**config.mk**
```make
export PLATFORM = sky130hd
export DESIGN_NAME = pbus_master
export DESIGN_NICKNAME = d
export VERILOG_FILES = /design/src/rtl/pbus_pkg.sv /design/src/rtl/pbus_seq.sv /design/src/rtl/pbus_pinmux.sv /design/src/rtl/pbus_rcap.sv /design/src/rtl/pbus_master.sv
export SDC_FILE = /design/constraint.sdc
export NUM_CORES = 1
export LEC_CHECK = 0
export BUFFER_PORTS_ARGS = -buffer_cell sky130_fd_sc_hd__buf_2
export CAP_MARGIN = 15
export CELL_PAD_IN_SITES_DETAIL_PLACEMENT = 0
export CELL_PAD_IN_SITES_GLOBAL_PLACEMENT = 1
export CORE_ASPECT_RATIO = 2
export CORE_MARGIN = 8
export CORE_UTILIZATION = 42
export DETAILED_ROUTE_END_ITERATION = 6
export GPL_ROUTABILITY_DRIVEN = 0
export PLACE_DENSITY = 0.83
export SLEW_MARGIN = 20
export SYNTH_ARGS = -nofsm -noshare
export SYNTH_HDL_FRONTEND = slang
export SYNTH_SLANG_ARGS = --single-unit
```
**constraint.sdc**
```tcl
create_clock -name clk_i -period 3.2 [get_ports clk_i]
set_input_delay 0.32 -clock clk_i [delete_from_list [all_inputs] [get_ports clk_i]]
set_output_delay 0.32 -clock clk_i [all_outputs]
set_load 0.02 [all_outputs]
```
**src/rtl/pbus_pkg.sv**
```systemverilog
package pbus_pkg;
  localparam int ADDR_W = 24;
  localparam int PIN_W  = 16;
  localparam int BYTE_W = PIN_W / 2;

  typedef enum logic [1:0] {
    PH_IDLE,
    PH_ALE,
    PH_STRB,
    PH_RECOV
  } phase_e;

  typedef struct packed {
    logic              write;
    logic              mode8;
    logic [ADDR_W-1:0] addr;
    logic [PIN_W-1:0]  wdata;
  } req_t;
endpackage

```
**src/rtl/pbus_seq.sv**
```systemverilog
module pbus_seq
  import pbus_pkg::*;
#(
  parameter int ALE_CYC  = 1,
  parameter int STRB_CYC = 3,
  parameter int IDLE_CYC = 1
) (
  input  logic   clk_i,
  input  logic   rst_ni,
  input  logic   start_i,
  input  req_t   req_i,
  output phase_e phase_o,
  output req_t   req_o,
  output logic   last_o,
  output logic   busy_o,
  output logic   done_o
);
  localparam int MAX_AS = (ALE_CYC > STRB_CYC) ? ALE_CYC : STRB_CYC;
  localparam int MAXC   = (MAX_AS > IDLE_CYC) ? MAX_AS : IDLE_CYC;
  localparam int CNT_W  = $clog2(MAXC) + 1;

  phase_e     phase_q;
  req_t       req_q;
  logic [CNT_W-1:0] cnt_q;
  logic       done_q;
  logic       cnt_zero;

  assign cnt_zero = (cnt_q == '0);

  always_ff @(posedge clk_i or negedge rst_ni) begin
    if (!rst_ni) begin
      phase_q <= PH_IDLE;
      req_q   <= '0;
      cnt_q   <= '0;
      done_q  <= 1'b0;
    end else begin
      done_q <= 1'b0;
      case (phase_q)
        PH_IDLE: begin
          if (start_i) begin
            phase_q <= PH_ALE;
            cnt_q   <= CNT_W'(ALE_CYC - 1);
            req_q   <= req_i;
          end
        end
        PH_ALE: begin
          if (cnt_zero) begin
            phase_q <= PH_STRB;
            cnt_q   <= CNT_W'(STRB_CYC - 1);
          end else begin
            cnt_q <= cnt_q - 1'b1;
          end
        end
        PH_STRB: begin
          if (cnt_zero) begin
            phase_q <= PH_RECOV;
            cnt_q   <= CNT_W'(IDLE_CYC - 1);
            done_q  <= 1'b1;
          end else begin
            cnt_q <= cnt_q - 1'b1;
          end
        end
        PH_RECOV: begin
          if (cnt_zero) phase_q <= PH_IDLE;
          else          cnt_q   <= cnt_q - 1'b1;
        end
        default: phase_q <= PH_IDLE;
      endcase
    end
  end

  assign phase_o = phase_q;
  assign req_o   = req_q;
  assign last_o  = (phase_q == PH_STRB) && cnt_zero;
  assign busy_o  = (phase_q != PH_IDLE);
  assign done_o  = done_q;
endmodule

```
**src/rtl/pbus_pinmux.sv**
```systemverilog
module pbus_pinmux
  import pbus_pkg::*;
(
  input  phase_e           phase_i,
  input  req_t             req_i,
  output logic [PIN_W-1:0] ad_o,
  output logic [1:0]       ad_oe_o,
  output logic             ale_o,
  output logic             rd_no,
  output logic             wr_no
);
  always_comb begin
    ad_o    = '0;
    ad_oe_o = 2'b00;
    ale_o   = 1'b0;
    rd_no   = 1'b1;
    wr_no   = 1'b1;
    case (phase_i)
      PH_ALE: begin
        ale_o   = 1'b1;
        ad_oe_o = 2'b11;
        ad_o    = req_i.mode8 ? req_i.addr[ADDR_W-1:BYTE_W] : req_i.addr[PIN_W-1:0];
      end
      PH_STRB: begin
        if (req_i.write) begin
          wr_no   = 1'b0;
          ad_oe_o = 2'b11;
          ad_o    = req_i.mode8 ? {req_i.addr[BYTE_W-1:0], req_i.wdata[BYTE_W-1:0]}
                                : req_i.wdata;
        end else begin
          rd_no = 1'b0;
          // 8-bit device still sees the low address byte on the upper pins
          if (req_i.mode8) begin
            ad_oe_o = 2'b10;
            ad_o    = {req_i.addr[BYTE_W-1:0], {BYTE_W{1'b0}}};
          end
        end
      end
      default: ;
    endcase
  end
endmodule

```
**src/rtl/pbus_rcap.sv**
```systemverilog
module pbus_rcap
  import pbus_pkg::*;
(
  input  logic             clk_i,
  input  logic             rst_ni,
  input  logic             cap_i,
  input  logic             mode8_i,
  input  logic [PIN_W-1:0] ad_i,
  output logic [PIN_W-1:0] rdata_o
);
  always_ff @(posedge clk_i or negedge rst_ni) begin
    if (!rst_ni)    rdata_o <= '0;
    else if (cap_i) rdata_o <= mode8_i ? {{BYTE_W{1'b0}}, ad_i[BYTE_W-1:0]} : ad_i;
  end
endmodule

```
**src/rtl/pbus_master.sv**
```systemverilog
module pbus_master
  import pbus_pkg::*;
#(
  parameter int ALE_CYC  = 1,
  parameter int STRB_CYC = 3,
  parameter int IDLE_CYC = 1
) (
  input  logic              clk_i,
  input  logic              rst_ni,
  input  logic              req_start_i,
  input  logic              req_write_i,
  input  logic              req_mode8_i,
  input  logic [ADDR_W-1:0] req_addr_i,
  input  logic [PIN_W-1:0]  req_wdata_i,
  output logic              busy_o,
  output logic              done_o,
  output logic [PIN_W-1:0]  rdata_o,
  output logic [PIN_W-1:0]  ad_o,
  output logic [1:0]        ad_oe_o,
  input  logic [PIN_W-1:0]  ad_i,
  output logic              ale_o,
  output logic              rd_no,
  output logic              wr_no
);
  req_t   req_in, req_q;
  phase_e phase;
  logic   last;

  assign req_in = '{write: req_write_i, mode8: req_mode8_i,
                    addr: req_addr_i, wdata: req_wdata_i};

  pbus_seq #(
    .ALE_CYC (ALE_CYC),
    .STRB_CYC(STRB_CYC),
    .IDLE_CYC(IDLE_CYC)
  ) u_seq (
    .clk_i  (clk_i),
    .rst_ni (rst_ni),
    .start_i(req_start_i),
    .req_i  (req_in),
    .phase_o(phase),
    .req_o  (req_q),
    .last_o (last),
    .busy_o (busy_o),
    .done_o (done_o)
  );

  pbus_pinmux u_pinmux (
    .phase_i(phase),
    .req_i  (req_q),
    .ad_o   (ad_o),
    .ad_oe_o(ad_oe_o),
    .ale_o  (ale_o),
    .rd_no  (rd_no),
    .wr_no  (wr_no)
  );

  pbus_rcap u_rcap (
    .clk_i  (clk_i),
    .rst_ni (rst_ni),
    .cap_i  (last && !req_q.write),
    .mode8_i(req_q.mode8),
    .ad_i   (ad_i),
    .rdata_o(rdata_o)
  );
endmodule

```
# After elaboration in Yosys (flattened, before gate mapping)
# Index checks and enable logic that the tools add are counted.
totals:
  ff_bits: 64
  in_bits: 61
  word_cells: 52
classes:
  add_sub_neg: 1
  eq_ne: 8
  n_mux: 26
  n_reduce_logical: 9
op_table:
  columns: ["operator", "count"]
  rows:
  - ["$mux 16", 5]
  - ["$pmux 16 s2", 1]
  - ["$mux 2", 6]
  - ["$mux 3", 4]
  - ["$pmux 3 s4", 1]
  - ["$ne 2x2->1 const B", 4]
  - ["$pmux 2 s4", 1]
  - ["$mux 1", 7]
  - ["$eq 2x2->1 const B", 2]
  - ["$pmux 2 s2", 1]
  - ["$reduce_and 2->1", 2]
  - ["$reduce_and 4->1", 1]
  - ["$logic_not 3->1", 1]
  - ["$sub 3x1->3 const B", 1]
  - ["$eq 2x1->1 const B", 1]
  - ["$logic_and 1x1->1", 2]
  - ["$logic_not 2->1", 1]
  - ["$ne 2x1->1 const B", 1]
  - ["$reduce_bool 2->1", 1]
  - ["$logic_not 1->1", 1]

# Longest topological paths before layout
logic_depth:
  depth_word: 3
  depth_mapped: 8
  depth_no_buf: 6

# Modules after synthesis
# From an unflattened synthesis, not the netlist that was laid out.
hier_totals:
  cells_unflattened: 254
  area_unflattened_um2: 3233.1
by_module_without_submodules:
  columns: ["mod", "instances", "cells_each", "area_each_um2", "seq_area_each_um2"]
  rows:
  - ["pbus_seq", 1, 130, 1989.4, 1201.2]
  - ["pbus_rcap", 1, 51, 663.1, 400.4]
  - ["pbus_pinmux", 1, 72, 566.8, 0.0]
  - ["pbus_master", 1, 1, 13.8, 0.0]

# Worst setup path after synthesis
# Ideal clock, no wire load.
synth_path:
  path_kind: "reg-to-output"
  from: "register u_seq.phase_q[1] (netlist: u_seq.phase_o[1])"
  to: "output port ad_o[10]"
  t_arrival_ps: 1803
  required_time_ps: 2880
  slack_ps: 1077
  stages_incl_launch_ff: 6
  path_buffers: 1
  cell_sequence: "dfrtp_1 -> inv_1 -> ha_1 -> clkbuf_1 -> a22oi_1 -> a211oi_1"
synth_via:
  elab_chain_cells: 2
synth_lines:
  columns: ["element", "line_no", "source"]
  rows:
  - ["from (decl)", "pbus_seq.sv:22", "phase_e phase_q;"]
  - ["from (signal assigned)", "pbus_seq.sv:32", "phase_q <= PH_IDLE;"]
  - ["from (signal assigned)", "pbus_seq.sv:41", "phase_q <= PH_ALE;"]
  - ["from (signal assigned)", "pbus_seq.sv:48", "phase_q <= PH_STRB;"]
  - ["$eq 2x2->1 or $eq 2x1->1 (tied branches)", "pbus_pinmux.sv:18", "case (phase_i)"]
  - ["$pmux 16 s2 (*)", "pbus_pinmux.sv:18", null]
  - ["to (decl)", "pbus_master.sv:18", "output logic [PIN_W-1:0] ad_o,"]
# Every way passes the cells marked *; elsewhere a longest branch is shown, timed or not.

# Worst setup path in the final report
layout_path:
  from: "register u_seq.phase_q[0] (netlist: u_seq.phase_o[0])"
  to: "output port ad_o[12]"
# Same word-level chain as after synthesis.

==> impl_metrics.json <==
{
  "clk_latency_ns": 0.32,
  "reg2reg_slack_ns": 1.16,
  "grt_pass1_vias": 2627,
  "skew_ns": 0.00484,
  "overflow": 0,
  "die_w_um": 76.9,
  "htree_levels": 3,
  "synth_area_um2": 3110,
  "drc": 0,
  "die_area_um2": 10600,
  "r2r_cells": 7,
  "io_buffers": 99,
  "drive_gt1_share_pct": 48.8,
  "cts_tree": "built",
  "maxCapViolations": 0,
  "path_max_fanout": 15,
  "crit_start": "u_seq.phase_o[0]",
  "postRouteAntennaNets": 0,
  "timing_max_transition_violations_final": 0,
  "num_io_pins": 100,
  "p_sw_uw": 1840,
  "ir_drop_uv": 525,
  "hold_path.class": "in -> async",
  "synth_edf_count": 0,
  "place_area_um2": 3680,
  "rr_endpoint": "u_seq.cnt_q[2]",
  "clkSlewWorstSetupHoldPaths_ns": 0.05,
  "avgSynthCellArea_um2": 11.9,
  "antenna_found_initial": 0,
  "rsz0062_at_grt": "false",
  "core.rowCount": 44,
  "drtIter0Drc": 97,
  "yosysWarningCount": 0,
  "die_y_um": 138,
  "clock-sinks": 64,
  "postCtsHoldBufs": 0,
  "cts_max_path_buffers": 2,
  "track_usage_pct": 15.6,
  "cp_data_required_time_ns": 2.88,
  "grt_pass1_wl_um": 13000,
  "cts_root_buffer": "clkbuf_16",
  "synth_most_common_cell": "dfrtp_1",
  "tightest_slew_ns": 0.980,
  "swShare_pct": 39.7,
  "worstPathArrival_ns": 2.27,
  "outcome": "completed",
  "hold_viol_final": 0,
  "fill_cells": 655,
  "finalSetupTns_ns": 0,
  "cts_made_buffers": 9,
  "dp_cells": 441,
  "criticalPathCategory": "reg -> out",
  "dp_hpwl_um": 6140,
  "vias": 2382,
  "cts_setup_buffers": 0,
  "power.density_nw_per_um2": 1170,
  "stdcell_area_um2": 3980,
  "ys.flop_type": "dfrtp_1",
  "ys_ff_latch": 64,
  "max_slew_margin_pct": 34.5,
  "r2r_start": "u_seq.phase_o[1]",
  "cts_resized": 0,
  "synth_top_area_share_pct": 51.4,
  "final_cells": 458,
  "p_seq_share_pct": 31.7,
  "period_share_pct": 80.8,
  "clock.fmax_mhz": 387,
  "detail_route.wl_per_cell_um": 17.8,
  "ys_seq_area_share_pct": 51.4,
  "cp-end-kind": "output port",
  "power_frac_comb_pct": 47.6,
  "syn_nets": 329,
  "power.total_uw": 4650,
  "min_period_ns": 2.59,
  "ys_top_cells_by_count": "dfrtp_1, mux2_2, nor2_1",
  "initial_core_util_pct": 43.2,
  "synth.area.top_cells": "dfrtp_1, mux2_2, ha_1, a22oi_1, mux2i_1",
  "detail_route.first_pass.iterations": 4,
  "core_um2": 7210,
  "via_per_inst": 5.20,
  "area_growth_pct": 27.8,
  "power_leakage_uw": 0.00195,
  "synth_cells": 261,
  "finalSetupViolCount": 0,
  "final_nets": 428,
  "utilization_pct": 55.2,
  "power.internal_uw": 2810,
  "ys_types": 33,
  "yosysTopAreaCell": "dfrtp_1",
  "synthArstFlopShare_pct": 100,
  "p_clk_share_pct": 20.8,
  "grt_max_degree": 43,
  "wl_um": 8150,
  "critPathLaunchType": "flip-flop"
}
cell usage in the layout, fill, tap and decap left out, types with 2 or more instances in the layout:
master and count:
a221oi_1 6, clkbuf_16 9, nand2_1 15, nand2b_1 10
a22oi_1 11, mux2_2 50, mux2i_1 7, ha_1 7
mux2_4 4, inv_1 7, buf_4 6, nor3_1 2
o21ai_0 12, buf_2 99, dfrtp_1 64, clkinv_2 2
nor2_1 17, a211oi_1 7, a21oi_1 9, and2_1 2
cells by family after synthesis:
family,Yosys count,synth area share (%)
buffers and inverters,25,3.98
DFF,64,51.4
AOI/OAI and AO/OA,51,11.0
muxes,61,22.3
and+or+nand+nor,53,8.48
adders and majority gates,7,2.81
power by group through the flow:
stage	logic [µW]	clock network (µW)	registers (µW)
4_1_cts	2250	986	1470
6_report	2210	966	1470
2_1_floorplan	1540	0	1520
3_5_place_dp	2240	0	1480
3_3_place_gp	2200	0	1470
5_1_grt	2440	1020	1520
per-layer routing:
| metal | GRT usage (%) | wire length (µm) | share of wire [%] |
|---|---|---|---|
| met5 | 0 | 0 | 0 |
| met4 | 8.08 | 184 | 2.3 |
| met3 | 4.77 | 498 | 6.1 |
| met2 | 29.3 | 4550 | 56 |
| met1 | 14.8 | 2920 | 36 |
worst max path at each step:
stage	endpoint	slack, ns
final	ad_o[12]	0.61
after global routing	ad_o[12]	0.35
after global placement	ad_o[12]	0.96
after floorplan	ad_o[10]	1.08
after detailed placement	ad_o[12]	0.92
after CTS	ad_o[12]	0.57
critical path: stages (launching register included):
cell and delay [ns]:
dfrtp_1 0.40, inv_1 0.12, ha_1 0.18, and2_1 0.52, a221oi_1 0.15, a211oi_1 0.34
buf_2 0.24
sequential cells by signal, summed over array words and instances (netlist names):
name	count
u_seq.phase_o	2
u_seq.req_o	42
u_seq.cnt_q	3
u_seq.done_o	1
u_rcap.rdata_o	16
layout make-up:
cell class                 instances  area, µm²  share of cell area, %
antenna                            1       2.50                 0.0629
clock buffer                      11        243                   6.10
clock inverter                     5       56.3                   1.41
inverter                           8       30.0                  0.754
multi-input combinational        172       1390                   35.0
sequential                        64       1600                   40.2
tap                               92        115                   2.89
timing repair buffer             105        541                   13.6
metrics by stage:
step | hold WS, ns | worst slack [ns]
6_report | 0.0457 | 0.615
5_1_grt | 0.0909 | 0.350
4_1_cts | 0.0689 | 0.570
3_5_place_dp | 0.413 | 0.919
3_3_place_gp | 0.408 | 0.964
2_1_floorplan | 0.0244 | 1.08
(Power assumes the default switching activity.)
